File: src/rtl/dbg_sel_pkg.sv
package dbg_sel_pkg;
  // operation applied to every select cell on a TCK rising edge
  typedef enum logic [1:0] {
    OP_HOLD    = 2'd0,
    OP_CAPTURE = 2'd1,
    OP_SHIFT   = 2'd2,
    OP_UPDATE  = 2'd3
  } sel_op_e;
endpackage

File: src/rtl/dbg_sel_cell.sv
module dbg_sel_cell
  import dbg_sel_pkg::*;
(
  input  logic    tck,
  input  logic    rst,
  input  sel_op_e op,
  input  logic    scan_in,
  output logic    scan_out,
  output logic    sel_q
);
  logic stage_q;

  always_ff @(posedge tck) begin
    if (rst) begin
      stage_q <= 1'b0;
      sel_q   <= 1'b0;
    end else begin
      case (op)
        OP_CAPTURE: stage_q <= sel_q;
        OP_SHIFT:   stage_q <= scan_in;
        OP_UPDATE:  sel_q   <= stage_q;
        default:    stage_q <= stage_q;
      endcase
    end
  end

  assign scan_out = stage_q;

  // select bit moves only on update
  assert_hold_sel_R6: assert property (@(posedge tck) disable iff (rst)
    (op != OP_UPDATE) |=> $stable(sel_q));

  // capture copies the select bit into the shift stage
  assert_capture_R5: assert property (@(posedge tck) disable iff (rst)
    (op == OP_CAPTURE) |=> (scan_out == $past(sel_q)));
endmodule

File: src/rtl/dbg_sel_pulse_gen.sv
module dbg_sel_pulse_gen #(
  parameter int NUM_CORES = 4
) (
  input  logic                 tck,
  input  logic                 rst,
  input  logic                 en_instr,
  input  logic                 dbgreq_instr,
  input  logic [NUM_CORES-1:0] sel,
  output logic [NUM_CORES-1:0] en_pulse,
  output logic [NUM_CORES-1:0] dbg_pulse
);
  localparam logic [NUM_CORES-1:0] ALL_CORES = {NUM_CORES{1'b1}};

  logic pend_q;

  always_ff @(posedge tck) begin
    if (rst) begin
      en_pulse  <= '0;
      dbg_pulse <= '0;
      pend_q    <= pend_q | dbgreq_instr;
    end else begin
      en_pulse  <= en_instr ? sel : '0;
      if (pend_q)
        dbg_pulse <= ALL_CORES;
      else
        dbg_pulse <= dbgreq_instr ? sel : '0;
      pend_q    <= 1'b0;
    end
  end

  assert_en_gated_R7: assert property (@(posedge tck) disable iff (rst)
    (|en_pulse) |-> ((en_pulse & ~$past(sel)) == '0));

  assert_dbg_gated_R7: assert property (@(posedge tck) disable iff (rst)
    ((|dbg_pulse) && !$past(pend_q)) |-> ((dbg_pulse & ~$past(sel)) == '0));

  assert_pending_release_R8: assert property (@(posedge tck) disable iff (rst)
    pend_q |=> (dbg_pulse == ALL_CORES) && !pend_q);
endmodule

File: src/rtl/dbg_sel_tdo_out.sv
module dbg_sel_tdo_out (
  input  logic tck,
  input  logic scan_bit,
  output logic tdo
);
  always_ff @(negedge tck) begin
    tdo <= scan_bit;
  end
endmodule

File: src/rtl/dbg_core_sel_chain.sv
module dbg_core_sel_chain
  import dbg_sel_pkg::*;
#(
  parameter int NUM_CORES = 4
) (
  input  logic                 tck,
  input  logic                 core_rst,
  input  logic                 tdi,
  input  logic                 cap_dr,
  input  logic                 shift_dr,
  input  logic                 upd_dr,
  input  logic                 sel_instr,
  input  logic                 en_instr,
  input  logic                 dbgreq_instr,
  output logic                 tdo,
  output logic [NUM_CORES-1:0] core_sel,
  output logic [NUM_CORES-1:0] core_en_pulse,
  output logic [NUM_CORES-1:0] core_dbg_pulse,
  output logic                 sel_shift_active
);
  localparam int LAST = NUM_CORES - 1;

  sel_op_e              op;
  logic [NUM_CORES-1:0] stage;

  always_comb begin
    op = OP_HOLD;
    if (sel_instr && !core_rst) begin
      if (cap_dr)        op = OP_CAPTURE;
      else if (shift_dr) op = OP_SHIFT;
      else if (upd_dr)   op = OP_UPDATE;
    end
  end

  // cell 0 sits at TDI, cell LAST sits at TDO
  for (genvar i = 0; i < NUM_CORES; i++) begin : g_cell
    logic link_in;
    if (i == 0) begin : g_head
      assign link_in = tdi;
    end else begin : g_body
      assign link_in = stage[i-1];
    end
    dbg_sel_cell u_cell (
      .tck      (tck),
      .rst      (core_rst),
      .op       (op),
      .scan_in  (link_in),
      .scan_out (stage[i]),
      .sel_q    (core_sel[i])
    );
  end

  dbg_sel_pulse_gen #(.NUM_CORES(NUM_CORES)) u_pulse (
    .tck          (tck),
    .rst          (core_rst),
    .en_instr     (en_instr),
    .dbgreq_instr (dbgreq_instr),
    .sel          (core_sel),
    .en_pulse     (core_en_pulse),
    .dbg_pulse    (core_dbg_pulse)
  );

  dbg_sel_tdo_out u_tdo (
    .tck      (tck),
    .scan_bit (stage[LAST]),
    .tdo      (tdo)
  );

  assign sel_shift_active = sel_instr & shift_dr & ~core_rst;

  assert_reset_clear_R4: assert property (@(posedge tck)
    core_rst |=> (core_sel == '0) && (core_en_pulse == '0));
endmodule

File: config.mk
export PLATFORM = sky130hd
export DESIGN_NAME = dbg_core_sel_chain
export DESIGN_NICKNAME = d
export VERILOG_FILES = /design/src/rtl/dbg_sel_pkg.sv /design/src/rtl/dbg_sel_cell.sv /design/src/rtl/dbg_sel_pulse_gen.sv /design/src/rtl/dbg_sel_tdo_out.sv /design/src/rtl/dbg_core_sel_chain.sv
export SDC_FILE = /design/constraint.sdc
export NUM_CORES = 1
export LEC_CHECK = 0
export ABC_AREA = 1
export BUFFER_PORTS_ARGS = -buffer_cell sky130_fd_sc_hd__buf_4
export CAP_MARGIN = 15
export CORE_MARGIN = 3
export CORE_UTILIZATION = 25
export CTS_BUF_LIST = sky130_fd_sc_hd__clkbuf_4 sky130_fd_sc_hd__clkbuf_8
export CTS_CLUSTER_DIAMETER = 30
export DETAILED_ROUTE_END_ITERATION = 6
export PLACE_DENSITY = 0.56
export SETUP_SLACK_MARGIN = 0.3
export SLEW_MARGIN = 15
export SYNTH_ARGS = -nofsm -noshare
export SYNTH_HDL_FRONTEND = slang
export SYNTH_SLANG_ARGS = --single-unit
File: constraint.sdc
create_clock -name tck -period 2.2 [get_ports tck]
set_input_delay 0.22 -clock tck [delete_from_list [all_inputs] [get_ports tck]]
set_output_delay 0.22 -clock tck [all_outputs]
set_load 0.005 [all_outputs]
==> flow_metrics.env <==
export IMPL_synth_largest_area_cell="dfxtp_1"
export IMPL_crit_arrival_ns=1.85
export IMPL_cts_root_buf="clkbuf_4"
export IMPL_async_reset_ff_frac=0
export IMPL_status="complete, no violations"
export IMPL_ys_top_cells_by_count="nor2_1 (24), dfxtp_1 (18), inv_1 (14), nand2_1 (14)"
export IMPL_max_stage_delay_ns=0.29
export IMPL_ant_nets=0
export IMPL_timing_rr_start="g_cell[3].u_cell.scan_out$_SDFFE_PP0P_"
export IMPL_ios=23
export IMPL_cp_end_kind="output port"
export IMPL_leakage_nw=0.454
export IMPL_grt_first_pass_wirelength_mm=2.30
export IMPL_netlist_area_um2=729
export IMPL_netlist_instances=95
export IMPL_ys_top_cells_by_area="dfxtp_1 (49%), nor2_1 (12%), inv_1 (7.2%)"
export IMPL_finClkSkew_ns=0.0613
export IMPL_drt_pass1_iterations=4
export IMPL_worstSetupStartpointType="flop"
export IMPL_antenna_found_initial=0
export IMPL_cts_hold_buf=0
export IMPL_critPathSlowestCell="dfxtp_1"
export IMPL_tightest_slew_ns=0.252
export IMPL_fillCellCount=291
export IMPL_drc=0
export IMPL_clock_latency_ns=0.34
export IMPL_drive_gt1_frac=0.259
export IMPL_ff2ff_path_depth=0
export IMPL_postSynthNetCount=106
export IMPL_grt_pass1_vias=560
export IMPL_setup_ws_ns=0.127
export IMPL_ctsResizeCount=0
export IMPL_fin_tns_setup_ns=0
export IMPL_antenna_cells=0
export IMPL_path_buf_inv=1
export IMPL_routed_wl_mm=1.35
export IMPL_cts_made_buffers=3
export IMPL_synth_most_common_cell="nor2_1"
export IMPL_dp_hpwl_mm=1.09
export IMPL_hold_ws_ns=0.169
export IMPL_path_class="flop to output port"
export IMPL_max_cap_violations=0
export IMPL_cp_top_family="flip-flops"
export IMPL_hold_viol=0
export IMPL_overflow=0
export IMPL_cp_depth=1
export IMPL_viasPerCell=4.12
export IMPL_grt_total_usage=0.0833
export IMPL_drtIter0Drc=18
export IMPL_ys_seq_area_frac=0.494
export IMPL_ir_drop_mv=0.209
export IMPL_finalWeightedCongestion=0.771
export IMPL_yosys_warnings=0
export IMPL_path_cells="buf_4"
export IMPL_whs_path_depth=3
export IMPL_path_max_fanout=1
export IMPL_drv_slew=0
export IMPL_start_util=0.279
export IMPL_synth_top_area_frac=0.494
export IMPL_cp_required_ns=1.98
export IMPL_rsz0062_at_grt="true"
export IMPL_ys_ff_latch=18
export IMPL_path_clk_slew_ns=0.09
export IMPL_hp_start="dbgreq_instr"
export IMPL_crit_start="u_tdo.tdo$_DFF_N_"
export IMPL_synth_edf_count=0
export IMPL_grt_max_degree=11
export IMPL_finalSetupViolCount=0
export IMPL_postCtsSetupBuffers=0
export IMPL_nets=128
export IMPL_fp_dieW_um=60.0
export IMPL_portBuffers=22
export IMPL_synth_ff_type="dfxtp_1"
export IMPL_vias=601
export IMPL_cts_tree="built"
export IMPL_die_h_um=60.0
export IMPL_dieArea_mm2=0.00360
export IMPL_relSlewSlack=0.832
export IMPL_cts_htree_levels=1
export IMPL_hold_class="input port to flop"
export IMPL_routedWlPerCell_um=9.27
export IMPL_synth_cell_type_count=14
export IMPL_avgSynthCellArea_um2=7.68
export IMPL_cts_sinks=18
export IMPL_syn_to_final_growth_pct=26.2
export IMPL_place_ws_ns=0.481
export IMPL_core_rowCount=18
export IMPL_core_area_mm2=0.00261
export IMPL_clock_path_buffers=2
export IMPL_finish_utilization=0.352
export IMPL_powerDensity_mw_per_mm2=631
-- sequential cells by signal, indices dropped and copies added, names as in the netlist --
name	flops
g_cell.u_cell.scan_out	4
u_pulse.en_pulse	4
u_tdo.tdo	1
u_pulse.pend_q	1
g_cell.u_cell.sel_q	4
u_pulse.dbg_pulse	4
-- metal layers --
layer | part of all wire | routed length [µm] | track usage
met1 | 0.49 | 668 | 0.100
met2 | 0.44 | 591 | 0.144
met3 | 0.069 | 94 | 0.0259
met4 | 0 | 0 | 0.0190
met5 | 0 | 0 | 0
-- cells in the final DEF (no fill, tap or decap), drive strengths merged, types with 2 or more instances in the layout --
cell and instances:
buf 22, clkbuf 3, a21oi 5, inv 16, nand3 4, nand2 15, o21ai 6, dfxtp 18
nor2 24, ha 2
-- layout make-up --
class                           instances  area (µm²)  share of cell area
Clock buffer                            3        22.5              0.0245
Clock inverter                          2        7.51             0.00815
Inverter                               15        58.8              0.0639
Multi-Input combinational cell         56         269               0.292
Sequential cell                        18         360               0.391
Tap cell                               30        37.5              0.0408
Timing Repair Buffer                   22         165               0.179
-- final timing paths --
path	end	slack [ns]
hold / removal	u_pulse.pend_q$_SDFF_PN0_	0.17
setup / recovery	tdo	0.13
hold reg to reg	u_pulse.en_pulse[1]$_SDFF_PP0_	0.50
setup reg to reg	u_tdo.tdo$_DFF_N_	0.71
-- logic make-up (layout without fill, tap and decap cells) --
logic type,Yosys count,in the layout,share of synthesized area
and+or+nand+nor,43,43,0.238
buffers and inverters,21,42,0.137
DFF,18,18,0.494
AOI/OAI and AO/OA,11,11,0.0961
adders and majority gates,2,2,0.0343
-- metrics by stage --
| stage | instance area [µm²] | instances | total power, mW |
|---|---|---|---|
| floorplan | 729 | 95 | 0.400 |
| global placement | 895 | 142 | 0.428 |
| detailed placement | 895 | 142 | 0.429 |
| CTS | 921 | 146 | 0.592 |
| global route | 921 | 146 | 0.623 |
| finish | 921 | 146 | 0.581 |
-- where the power goes --
group	switching [mW]	internal, mW
registers	0.00765	0.340
logic	0.0349	0.0332
clock network	0.0975	0.0680
No activity file was read; power rests on OpenSTA's default activity.
